===== config.mk =====
export PLATFORM = sky130hd
export DESIGN_NAME = pcie_speed_seq
export DESIGN_NICKNAME = d
export VERILOG_FILES = /design/src/rtl/pcie_speed_seq.sv
export SDC_FILE = /design/constraint.sdc
export NUM_CORES = 1
export LEC_CHECK = 0
export BUFFER_PORTS_ARGS = -buffer_cell sky130_fd_sc_hd__buf_2
export CORE_ASPECT_RATIO = 1.25
export CORE_UTILIZATION = 59
export CTS_BUF_LIST = sky130_fd_sc_hd__clkbuf_8
export DETAILED_ROUTE_END_ITERATION = 6
export GPL_TIMING_DRIVEN = 1
export HOLD_SLACK_MARGIN = 0.1
export PLACE_DENSITY = 0.78
export SETUP_SLACK_MARGIN = 0.5
export SYNTH_ARGS = -nofsm -noshare
export SYNTH_HDL_FRONTEND = slang
export SYNTH_SLANG_ARGS = --single-unit

===== constraint.sdc =====
create_clock -name clk -period 5.35 [get_ports clk]
set_input_delay 0.2675 -clock clk [delete_from_list [all_inputs] [get_ports clk]]
set_output_delay 0.2675 -clock clk [all_outputs]
set_load 0.1 [all_outputs]

===== src/rtl/pcie_speed_seq.sv =====
module pcie_speed_seq #(
  parameter int POLL_MAX    = 200,
  parameter int POLL_GAP    = 10000,
  parameter int TRAIN_RETRY = 5,
  parameter int RETRY_GAP   = 100000,
  parameter int RXRST_HOLD  = 200000,
  parameter int SPD_W       = 4
) (
  input  logic             clk,
  input  logic             rst_n,
  input  logic             start_i,
  input  logic             link_up_i,
  input  logic             in_train_i,
  input  logic             spd_pend_i,
  input  logic [5:0]       ltssm_state_i,
  input  logic             rx_valid_i,
  output logic [SPD_W-1:0] max_speed_o,
  output logic             ltssm_en_o,
  output logic             spd_req_o,
  output logic             rx_ovrd_data_o,
  output logic             rx_ovrd_pll_o,
  output logic             stuck_o,
  output logic             done_o,
  output logic             fail_o
);

  localparam int TMAX0 = (POLL_GAP > RETRY_GAP) ? POLL_GAP : RETRY_GAP;
  localparam int TMAX  = (TMAX0 > RXRST_HOLD) ? TMAX0 : RXRST_HOLD;
  localparam int TW    = $clog2(TMAX + 1);
  localparam int PW    = $clog2(POLL_MAX + 1);
  localparam int RW    = $clog2(TRAIN_RETRY + 2);
  localparam logic [SPD_W-1:0] GEN1 = SPD_W'(1);
  localparam logic [SPD_W-1:0] GEN2 = SPD_W'(2);
  localparam logic [5:0] RCVR_LOCK = 6'h0D;

  typedef enum logic [2:0] {
    ST_IDLE, ST_LCHK, ST_LWAIT, ST_SWAIT, ST_SCHK, ST_RCVR
  } state_t;

  state_t         st;
  logic [TW-1:0]  tmr;
  logic [PW-1:0]  polls;
  logic [RW-1:0]  rtry;
  logic           second;
  logic           ovrd;

  wire last_poll = (polls == PW'(POLL_MAX - 1));
  wire tmr_zero  = (tmr == '0);
  wire lnk_ok    = link_up_i && !in_train_i;
  wire lnk_retry = link_up_i && in_train_i && (rtry < RW'(TRAIN_RETRY));

  assign rx_ovrd_data_o = ovrd;
  assign rx_ovrd_pll_o  = ovrd;

  always_ff @(posedge clk) begin
    if (!rst_n) begin
      st          <= ST_IDLE;
      tmr         <= '0;
      polls       <= '0;
      rtry        <= '0;
      second      <= 1'b0;
      ovrd        <= 1'b0;
      max_speed_o <= GEN1;
      ltssm_en_o  <= 1'b0;
      spd_req_o   <= 1'b0;
      stuck_o     <= 1'b0;
      done_o      <= 1'b0;
      fail_o      <= 1'b0;
    end else begin
      done_o  <= 1'b0;
      fail_o  <= 1'b0;
      stuck_o <= ltssm_en_o && (max_speed_o == GEN2) &&
                 (ltssm_state_i == RCVR_LOCK) && !rx_valid_i;
      case (st)
        ST_IDLE: if (start_i) begin
          max_speed_o <= GEN1;
          ltssm_en_o  <= 1'b1;
          polls       <= '0;
          rtry        <= '0;
          second      <= 1'b0;
          st          <= ST_LCHK;
        end
        ST_LCHK: begin
          if (lnk_ok) begin
            rtry  <= '0;
            polls <= '0;
            if (second) begin
              done_o <= 1'b1;
              st     <= ST_IDLE;
            end else begin
              max_speed_o <= GEN2;
              spd_req_o   <= 1'b1;
              tmr         <= TW'(POLL_GAP - 1);
              st          <= ST_SWAIT;
            end
          end else if (lnk_retry) begin
            rtry <= rtry + 1'b1;
            tmr  <= TW'(RETRY_GAP - 1);
            st   <= ST_LWAIT;
          end else begin
            rtry <= '0;
            if (last_poll) begin
              ovrd      <= 1'b1;
              spd_req_o <= 1'b0;
              tmr       <= TW'(RXRST_HOLD - 1);
              st        <= ST_RCVR;
            end else begin
              polls <= polls + 1'b1;
              tmr   <= TW'(POLL_GAP - 1);
              st    <= ST_LWAIT;
            end
          end
        end
        ST_LWAIT: begin
          if (tmr_zero) st <= ST_LCHK;
          else          tmr <= tmr - 1'b1;
        end
        ST_SWAIT: begin
          if (tmr_zero) st <= ST_SCHK;
          else          tmr <= tmr - 1'b1;
        end
        ST_SCHK: begin
          if (!spd_pend_i) begin
            spd_req_o <= 1'b0;
            second    <= 1'b1;
            polls     <= '0;
            rtry      <= '0;
            st        <= ST_LCHK;
          end else if (last_poll) begin
            ovrd      <= 1'b1;
            spd_req_o <= 1'b0;
            tmr       <= TW'(RXRST_HOLD - 1);
            st        <= ST_RCVR;
          end else begin
            polls <= polls + 1'b1;
            tmr   <= TW'(POLL_GAP - 1);
            st    <= ST_SWAIT;
          end
        end
        ST_RCVR: begin
          if (tmr_zero) begin
            ovrd       <= 1'b0;
            fail_o     <= 1'b1;
            ltssm_en_o <= 1'b0;
            spd_req_o  <= 1'b0;
            st         <= ST_IDLE;
          end else begin
            tmr <= tmr - 1'b1;
          end
        end
        default: st <= ST_IDLE;
      endcase
    end
  end

  p_gen1_first_r2: assert property (@(posedge clk) disable iff (!rst_n)
    $rose(ltssm_en_o) |-> max_speed_o == GEN1);

  p_req_at_gen2_r5: assert property (@(posedge clk) disable iff (!rst_n)
    spd_req_o |-> max_speed_o == GEN2);

  p_ovrd_ends_fail_r7: assert property (@(posedge clk) disable iff (!rst_n)
    $fell(rx_ovrd_data_o) |-> fail_o && !ltssm_en_o);

  p_stuck_gen2_r8: assert property (@(posedge clk) disable iff (!rst_n)
    stuck_o |-> $past(max_speed_o) == GEN2);

  p_excl_r9: assert property (@(posedge clk) disable iff (!rst_n)
    !(done_o && fail_o));

  p_done_pulse_r9: assert property (@(posedge clk) disable iff (!rst_n)
    (done_o || fail_o) |=> !(done_o || fail_o));

endmodule


==> results of run 1 <==
[area by class of cell]
cell class | instances | area, µm² | area share, %
repair buffers | 25 | 135 | 4.86
clock inverters | 2 | 33.8 | 1.22
flip-flops and latches | 41 | 821 | 29.5
inverters | 6 | 22.5 | 0.810
multi-input cells | 265 | 1620 | 58.1
clock buffers | 6 | 82.6 | 2.97
well taps | 56 | 70.1 | 2.52
[power by group through the flow]
stage                     Clock (mW)  Combinational [mW]  Sequential [mW]
after floorplan                    0               0.666            0.469
after global routing           0.276               0.943            0.491
after global placement             0               0.826            0.477
after CTS                      0.262               0.845            0.474
final                          0.262               0.868            0.479
after detailed placement           0               0.838            0.481
[layer usage]
metal	GRT usage (%)	vias to the layer above	routed length (µm)	part of all wire, %
li1	-	1284	-	-
met1	38.3	1222	2740	40
met2	54.9	133	3380	49
met3	7.30	27	489	7.2
met4	16.9	0	230	3.4
met5	0	-	0	0
[kinds of logic (layout without fill, tap and decap cells)]
| family | Yosys count | after routing | synth area share (%) |
|---|---|---|---|
| buffers and inverters | 27 | 39 | 4.85 |
| AOI/OAI and AO/OA | 121 | 121 | 31.7 |
| xor gates and xnor gates | 4 | 4 | 1.37 |
| DFF | 41 | 41 | 32.1 |
| other | 1 | 2 | 0.147 |
| and+or+nand+nor | 134 | 134 | 27.9 |
| adders and majority gates | 4 | 4 | 1.96 |
[worst max path at each step]
stage / slack (ns) / cells after the start / startpoint / end
3_3_place_gp: 2.78 / 6 / st[1]$_SDFFE_PN0P_ / tmr[13]$_SDFFE_PN0P_
4_1_cts: 2.76 / 6 / st[1]$_SDFFE_PN0P_ / tmr[6]$_SDFFE_PN0P_
5_1_grt: 2.49 / 6 / st[1]$_SDFFE_PN0P_ / tmr[6]$_SDFFE_PN0P_
3_5_place_dp: 2.77 / 6 / st[1]$_SDFFE_PN0P_ / tmr[6]$_SDFFE_PN0P_
2_1_floorplan: 3.25 / 6 / tmr[11]$_SDFFE_PN0P_ / tmr[16]$_SDFFE_PN0P_
6_report: 2.68 / 5 / tmr[3]$_SDFFE_PN0P_ / tmr[1]$_SDFFE_PN0P_
[sequential cells by signal, summed over array words and instances (netlist names), 2 cells and up]
| name | count |
|---|---|
| st | 3 |
| polls | 8 |
| rtry | 3 |
| tmr | 18 |
| max_speed_o | 2 |
[metrics by stage]
step           utilization [%]  setup slack [ns]
3_5_place_dp              64.5              2.77
6_report                  67.3              2.68
3_3_place_gp              64.5              2.78
2_1_floorplan                -              3.25
4_1_cts                   67.3              2.76
5_1_grt                   67.3              2.49
[worst reg2reg max path: stages (launching register included)]
cell	delay, ns
dfxtp_1	0.34
nor3_1	0.81
nand4_1	0.47
o21ai_4	0.41
nand2_1	0.21
a311oi_1	0.34
[cells in the mapped netlist (4+ instances only)]
| cell type | n |
|---|---|
| clkbuf_1 | 13 |
| dfxtp_1 | 41 |
| nor3_1 | 18 |
| inv_1 | 6 |
| nand2_1 | 24 |
| nand3_1 | 10 |
| a31oi_1 | 4 |
| a22oi_1 | 5 |
| a21oi_1 | 28 |
| and3_1 | 5 |
| a32o_1 | 6 |
| o21a_1 | 4 |
| a31o_2 | 4 |
| nor2b_1 | 5 |
| nor3b_1 | 4 |
| nand4_1 | 5 |
| nor2_1 | 31 |
| a211oi_1 | 5 |
| or3_1 | 7 |
| o21ai_0 | 30 |
| ha_1 | 4 |
[layout by cell type (no fill, tap or decap), types with 4 or more instances in the layout]
master / n
o21ai_0: 30
inv_1: 7
a21oi_1: 28
and3_1: 5
a31o_2: 4
nor2b_1: 5
ha_1: 4
dfxtp_1: 41
nand4_1: 5
nand2_1: 24
a31oi_1: 4
nor2_1: 31
clkbuf_8: 6
buf_4: 4
a211oi_1: 5
buf_2: 21
or3_1: 7
a32o_1: 6
a22oi_1: 5
o21a_1: 4
nand3_1: 10
nor3b_1: 4
nor3_1: 18
==> impl_metrics.json, run 1 <==
{
  "outcome": "complete, no violations",
  "r2r_cells": 5,
  "worst_setup_path_end_kind": "flip-flop",
  "min_path_cells": 2,
  "skew_ns": 0.0126,
  "holdWs_ns": 0.197,
  "layout.nets": 361,
  "slowest_stage": "nor3_1",
  "fin_crit_ns": 2.67,
  "grt_pass1_vias": 2500,
  "grt_max_degree": 30,
  "relSlewSlack_pct": 33.2,
  "ys.flop_type": "dfxtp_1",
  "intPower_mw": 0.819,
  "power_leakage_nw": 1.03,
  "p_sw_share_pct": 49.1,
  "final_cells": 401,
  "min_to": "stuck_o$_SDFF_PN0_",
  "r2r_slack_ns": 2.68,
  "p_clk_share_pct": 16.3,
  "worstSetupPathType": "flip-flop to flip-flop",
  "postPlaceCellArea_um2": 2660,
  "avgSynthCellArea_um2": 7.70,
  "hp-class": "input port to flip-flop",
  "dieArea_um2": 4600,
  "r2r_start": "tmr[3]$_SDFFE_PN0P_",
  "cts.sinks": 41,
  "port_buffers": 21,
  "antenna_found_initial": 0,
  "grt_usage_pct": 32.6,
  "rows": 26,
  "routed_wl_mm": 6.83,
  "powerDensity_nw_per_um2": 578,
  "stdcell_area_um2": 2780,
  "root_buffer": "clkbuf_8",
  "synth.largest_area_cell": "dfxtp_1",
  "synth-edff-count": 0,
  "path_cells": "nor3_1, nand4_1, o21ai_4, nand2_1, a311oi_1",
  "postCtsResizedCells": 0,
  "fillers": 394,
  "start_util_pct": 61.9,
  "power.switching_mw": 0.789,
  "syn_to_final_growth_pct": 8.76,
  "ys_seq_area_share_pct": 32.1,
  "setup_viol": 0,
  "htree_levels": 2,
  "cts_hold_buf": 0,
  "die_h_um": 75.6,
  "r2r-end": "tmr[1]$_SDFFE_PN0P_",
  "routed_via_density": 6.65,
  "clk_latency_ns": 0.30,
  "ys_warn_count": 0,
  "setup_tns_ns": 0,
  "vias": 2666,
  "slew_viol_final": 0,
  "io_pins": 24,
  "crit_buf_inv": 0,
  "drc_errors": 0,
  "cts_buffers": 5,
  "ir_worst_vdd_mv": 0.308,
  "worstHoldStart": "ltssm_state_i[3]",
  "synth_area_leaders": "dfxtp_1 32%, o21ai_0 5.9%, a21oi_1 5.5%, nor2_1 4.6%, nor3_1 3.5%",
  "cts_setup_buffers": 0,
  "cp.arrival_ns": 2.88,
  "synth_seq_cells": 41,
  "finalCritPeriodShare_pct": 50.0,
  "cp.required_ns": 5.56,
  "netlist_area_um2": 2560,
  "gp_congestion": 0.920,
  "tightest_slew_ns": 0.977,
  "fmax_mhz": 374,
  "seq_power_share_pct": 29.8,
  "synth_top_area_share_pct": 32.1,
  "die_x_um": 60.9,
  "critPathLaunchType": "flip-flop",
  "avgRoutedWirePerCell_um": 17.0,
  "cts.path.max_buffers": 2,
  "cp_max_fo": 11,
  "cp_top_family": "simple AND/OR/NAND/NOR gates",
  "drtIter0Drc": 233,
  "hold_viol": 0,
  "placed_cells": 393,
  "clk_pin_slew_ns": 0.09,
  "rsz0062_at_grt": "no",
  "critPathMaxStageDelay_ns": 0.81,
  "hpwl_mm": 4.79,
  "first_pass_iters": 6,
  "grt_pass1_wl_mm": 11.3,
  "yosysUniqueCellTypes": 60,
  "core-area_um2": 4130,
  "synthCells": 332,
  "power_mw": 1.61,
  "grt-ovfl-total": 0,
  "drive_gt1_share_pct": 13.3,
  "antenna_left": 0,
  "drv_cap": 0,
  "p_comb_share_pct": 53.9,
  "cts_tree": "built",
  "antenna_cells": 0,
  "postSynth.asyncResetShare_pct": 0
}
(Power assumes the default switching activity.)
==> run 2, diff against run 1 <==
- clock period: 5.35 -> 2.5 ns (I/O delays scaled with it)
==> impl_metrics.json, run 2 (synthesis results as in run 1) <==
{
  "outcome": "complete, no violations",
  "vias": 2824,
  "power_leakage_nw": 1.18,
  "fmax_mhz": 473,
  "dieArea_um2": 4600,
  "antenna_left": 0,
  "die_h_um": 75.6,
  "critPathMaxStageDelay_ns": 0.56,
  "clk_latency_ns": 0.30,
  "root_buffer": "clkbuf_8",
  "postPlaceCellArea_um2": 2780,
  "final_cell_mix": "35 x dfxtp_1, 28 x nor2_1, 27 x o21ai_0, 24 x a21oi_1",
  "top_regs": "tmr (18), polls (8)",
  "top_register": "tmr",
  "largest_register_ffs": 18,
  "relSlewSlack_pct": 55.0,
  "clk_pin_slew_ns": 0.08,
  "tightest_slew_ns": 0.675,
  "routed_via_density": 6.68,
  "antenna_cells": 0,
  "cp_max_fo": 6,
  "cts.sinks": 41,
  "first_pass_iters": 5,
  "ff_latch_area_um2": 833,
  "grt-ovfl-total": 0,
  "setup_viol": 0,
  "slew_viol_final": 0,
  "final_common_cell": "dfxtp_1",
  "rows": 26,
  "antenna_found_initial": 0,
  "port_buffers": 21,
  "skew_ns": 0.00848,
  "grt_max_degree": 26,
  "pre_cts_ws_ns": 0.182,
  "drc_errors": 0,
  "cts.path.max_buffers": 2,
  "core-area_um2": 4130,
  "grt_pass1_vias": 2474,
  "drtIter0Drc": 307,
  "cp.arrival_ns": 2.31,
  "hold_viol": 0,
  "grt_pass1_wl_mm": 11.6,
  "hp-class": "input port to flip-flop",
  "layout.nets": 383,
  "syn_to_final_growth_pct": 22.0,
  "hpwl_mm": 5.08,
  "worst_setup_path_end_kind": "flip-flop",
  "setup_tns_ns": 0,
  "rsz0062_at_grt": "yes",
  "routed_wl_mm": 7.36,
  "multi_input_area_um2": 1740,
  "path_cells": "or4_4, or3_4, o21ai_4, buf_12, nand2_4, a32o_2",
  "start_util_pct": 61.9,
  "avgRoutedWirePerCell_um": 17.4,
  "io_pins": 24,
  "slowest_stage": "or4_4",
  "fin_crit_ns": 2.11,
  "critPathLaunchType": "flip-flop",
  "fin_ws_ns": 0.387,
  "die_x_um": 60.9,
  "ir_worst_vdd_mv": 0.728,
  "powerDensity_nw_per_um2": 1290,
  "gp_congestion": 0.922,
  "stdcell_area_um2": 3120,
  "r2r_slack_ns": 0.39,
  "drv_cap": 0,
  "cts_tree": "built",
  "grt_usage_pct": 33.6,
  "cp.required_ns": 2.70,
  "drive_gt1_share_pct": 26.4,
  "finalCritPeriodShare_pct": 84.5,
  "worstSetupPathType": "flip-flop to flip-flop",
  "fillers": 332,
  "cts_buffers": 5,
  "htree_levels": 2
}
==> run 2: changes by cell type in the layout (fill, tap and decap cells not counted), moves of 3 or more <==
| cell | change |
|---|---|
| a21oi_1 | -4 |
| dfxtp_1 | -6 |
| a21oi_2 | +4 |
| o21ai_0 | -3 |
| buf_4 | +19 |
| dfxtp_2 | +4 |
| nor2_1 | -3 |
==> run 2: cell type report <==
type	instances	share of cell area, %
repair buffers	47	10.2
clock buffers	5	2.21
clock inverters	3	2.09
inverters	6	0.722
well taps	56	2.25
flip-flops and latches	41	26.7
multi-input cells	265	55.8
==> run 2: worst paths after layout <==
check,start,end,cells after the start
max,tmr[12]$_SDFFE_PN0P_,tmr[4]$_SDFFE_PN0P_,6
max reg2reg,tmr[12]$_SDFFE_PN0P_,tmr[4]$_SDFFE_PN0P_,6
min,rx_valid_i,stuck_o$_SDFF_PN0_,3
min reg2reg,polls[0]$_SDFFE_PN0P_,polls[0]$_SDFFE_PN0P_,1
==> run 2: power by group <==
group / total, mW / switching (mW) / internal [mW]
registers: 1.02 / 0.212 / 0.810
clock network: 0.635 / 0.238 / 0.397
logic: 2.35 / 1.42 / 0.933
total: 4.01 / 1.87 / 2.14
==> run 2: repair_timing <==
item	4_1_cts	5_1_grt
pin swaps	7	10
endpoints found under the setup margin	28	26
endpoints found under the hold margin	1	0
setup buffers	5	2
hold buffers	1	0
gates resized for setup	17	20
==> run 2: routing by layer <==
layer	global-route usage [%]	vias to the layer above	share of wire [%]	wire length [µm]
met5	0	-	0	0
met4	17.9	0	4.1	298
met3	5.94	32	5.4	400
met2	56.9	127	50	3670
met1	40.1	1331	41	2990
li1	-	1334	-	-
==> run 2: worst max-delay path: cells and delay by family, from the launching register on <==
| family | cells | cell delay, ns |
|---|---|---|
| AO/OA/AOI/OAI | 2 | 0.47 |
| AND/OR/NAND/NOR | 3 | 1.07 |
| buffers and inverters | 1 | 0.14 |
| flip-flops | 1 | 0.33 |
==> run 2: through the flow <==
| stage | hold slack [ns] | instances | utilization [%] | power [mW] |
|---|---|---|---|---|
| after global placement | 0.349 | 407 | 67.3 | 2.93 |
| after detailed placement | 0.353 | 407 | 67.3 | 2.96 |
| after global routing | 0.131 | 423 | 75.5 | 4.24 |
| final | 0.129 | 423 | 75.5 | 4.01 |
| after CTS | 0.123 | 421 | 73.5 | 3.77 |
| after floorplan | 0.271 | 333 | - | 2.45 |
==> run 3, diff against run 2 <==
- ABC_AREA: unset -> 1
- CORE_UTILIZATION: 59 -> 56
- clock period: 2.5 -> 1.9 ns (I/O delays scaled with it)
==> impl_metrics.json, run 3 <==
{
  "outcome": "finished with violations",
  "violations": "DRC",
  "holdWs_ns": 0.158,
  "yosysUniqueCellTypes": 30,
  "antenna_left": 0,
  "clk_latency_ns": 0.32,
  "hpwl_mm": 5.55,
  "gp_congestion": 0.966,
  "grt_pass1_vias": 3351,
  "worstHoldStart": "rst_n",
  "routed_wl_mm": 13.6,
  "fin_crit_ns": 1.75,
  "synth_area_leaders": "dfxtp_1 31%, nand2_1 19%, nand3_1 9.7%, nor2_1 9.5%, inv_1 7.0%",
  "ys_warn_count": 0,
  "cp.required_ns": 2.14,
  "rows": 27,
  "synthCells": 451,
  "powerDensity_nw_per_um2": 1870,
  "syn_to_final_growth_pct": 55.3,
  "cts_tree": "built",
  "r2r_slack_ns": 0.15,
  "cts.path.max_buffers": 2,
  "setup_viol": 0,
  "top_regs": "tmr (18), polls (8)",
  "dieArea_um2": 5070,
  "cp.arrival_ns": 1.99,
  "yosysMostFrequentCell": "nand2_1",
  "layout.nets": 553,
  "vias": 4032,
  "fin_ws_ns": 0.149,
  "worstSetupPathType": "flip-flop to flip-flop",
  "worst_setup_path_end_kind": "flip-flop",
  "start_util_pct": 59.6,
  "min_to": "tmr[12]$_SDFFE_PN0P_",
  "fmax_mhz": 571,
  "hold_viol": 0,
  "grt_pass1_wl_mm": 15.2,
  "avgSynthCellArea_um2": 5.94,
  "min_path_cells": 3,
  "slowest_stage": "dfxtp_1",
  "hp-class": "input port to flip-flop",
  "netlist_area_um2": 2680,
  "port_buffers": 21,
  "io_pins": 24,
  "finalCritPeriodShare_pct": 92.2,
  "antenna_cells": 0,
  "final_common_cell": "nand2_1",
  "relSlewSlack_pct": 66.2,
  "drv_cap": 0,
  "avgRoutedWirePerCell_um": 22.8,
  "synth-edff-count": 0,
  "critPathMaxStageDelay_ns": 0.38,
  "rsz0062_at_grt": "yes",
  "slew_viol_final": 0,
  "synth_seq_cells": 41,
  "drive_gt1_share_pct": 42.8,
  "path_cells": "nor2_4, nand3_2, nor2_4, nand4_4, buf_12, nand2_8, o21ai_0, nor2_1",
  "grt_usage_pct": 39.5,
  "grt_max_degree": 17,
  "top_register": "tmr",
  "cts_buffers": 5,
  "first_pass_iters": 7,
  "postSynth.asyncResetShare_pct": 0,
  "die_h_um": 79.3,
  "r2r_start": "tmr[8]$_SDFFE_PN0P_",
  "critPathLaunchType": "flip-flop",
  "htree_levels": 2,
  "tightest_slew_ns": 0.511,
  "drc_errors": 40,
  "root_buffer": "clkbuf_8",
  "core-area_um2": 4490,
  "cts.sinks": 41,
  "power_leakage_nw": 1.88,
  "cp_max_fo": 5,
  "ir_worst_vdd_mv": 1.22,
  "r2r_cells": 8,
  "final_cell_mix": "99 x nand2_1, 44 x buf_4, 41 x inv_1, 40 x nand3_1, 37 x nor2_1",
  "synth.largest_area_cell": "dfxtp_1",
  "clk_pin_slew_ns": 0.09,
  "antenna_found_initial": 0,
  "routed_via_density": 6.78,
  "skew_ns": 0.0134,
  "drtIter0Drc": 715,
  "die_x_um": 63.9,
  "grt-ovfl-total": 0,
  "ys_seq_area_share_pct": 30.6,
  "ys.flop_type": "dfxtp_1",
  "largest_register_ffs": 18,
  "setup_tns_ns": 0,
  "pre_cts_ws_ns": 0.0956,
  "synth_top_area_share_pct": 30.6,
  "path_common_cell": "nor2_4",
  "r2r-end": "tmr[1]$_SDFFE_PN0P_",
  "yosys-top-cells-count": "137 x nand2_1, 68 x nor2_1, 52 x nand3_1, 50 x inv_1, 41 x dfxtp_1"
}
## run 3: changes by cell type after synthesis, sizes merged, moves of 6 or more
| cell | before | now |
|---|---|---|
| nand2 | 24 | 139 |
| inv | 6 | 53 |
| nand3 | 10 | 53 |
| nor2 | 31 | 72 |
| o21ai | 34 | 17 |
| nor3 | 18 | 4 |
| clkbuf | 13 | 3 |
| or3 | 7 | 0 |
| a32o | 6 | 0 |
## run 3: final cells by class
cell class / count / area (µm²)
Fill cell: 166 / 330
Clock inverter: 3 / 65.1
Sequential cell: 41 / 857
Clock buffer: 5 / 68.8
Multi-Input combinational cell: 351 / 2200
Timing Repair Buffer: 84 / 673
Inverter: 53 / 221
Tap cell: 58 / 72.6
## run 3: per-layer routing
layer  wire, µm  track usage [%]  vias up
li1           -                -     1616
met1       4310             39.0     1750
met2       6040             68.8      454
met3       1540             9.48      212
met4       1680             33.6        0
met5          0                0        -
## run 3: logic make-up after synthesis
group,after synthesis,share of synthesized area [%]
flops,41,30.6
buf+inv,63,9.99
other cells,1,0.140
fa+ha+maj,4,1.87
simple gates,285,45.7
xor+xnor,7,2.29
compound gates,50,9.43
## run 3: power breakdown
group,total [mW],internal (mW),leakage (nW),switching (mW)
Sequential,1.50,1.12,0.344,0.374
Clock,0.873,0.522,0.0681,0.351
Combinational,5.41,2.02,1.47,3.39
## run 3: metrics by stage
stage | util, % | power (mW) | std cells | cell area (µm²)
5_1_grt | 92.6 | 8.07 | 595 | 4160
3_3_place_gp | 65.2 | 4.19 | 532 | 2930
6_report | 92.6 | 7.78 | 595 | 4160
4_1_cts | 83.0 | 6.24 | 579 | 3730
3_5_place_dp | 65.2 | 4.25 | 532 | 2930
2_1_floorplan | - | 3.58 | 452 | 2740
## run 3: repair_timing
action	CTS	global route
endpoints found under the hold margin	1	0
setup endpoints to repair	32	35
cloned	3	1
gates resized for setup	105	82
setup buffers	30	15
pin swaps	31	40
hold buffers	6	0
## run 3: critical path, delay by kind of cell, from the launching register on
| kind | cells | cell delay [ns] |
|---|---|---|
| simple gates | 6 | 0.95 |
| flops | 1 | 0.38 |
| buf+inv | 1 | 0.22 |
| compound gates | 1 | 0.11 |
## run 3: worst max path at each step
stage,from,endpoint,slack (ns),cells past startpoint
finish,tmr[8]$_SDFFE_PN0P_,tmr[1]$_SDFFE_PN0P_,0.15,8
global route,tmr[0]$_SDFFE_PN0P_,tmr[12]$_SDFFE_PN0P_,-0.06,9
CTS,st[1]$_SDFFE_PN0P_,tmr[17]$_SDFFE_PN0P_,0.43,13
detailed placement,st[2]$_SDFFE_PN0P_,tmr[4]$_SDFFE_PN0P_,0.1,8
global placement,st[2]$_SDFFE_PN0P_,tmr[10]$_SDFFE_PN0P_,0.21,8
floorplan,tmr[3]$_SDFFE_PN0P_,tmr[0]$_SDFFE_PN0P_,0.50,9
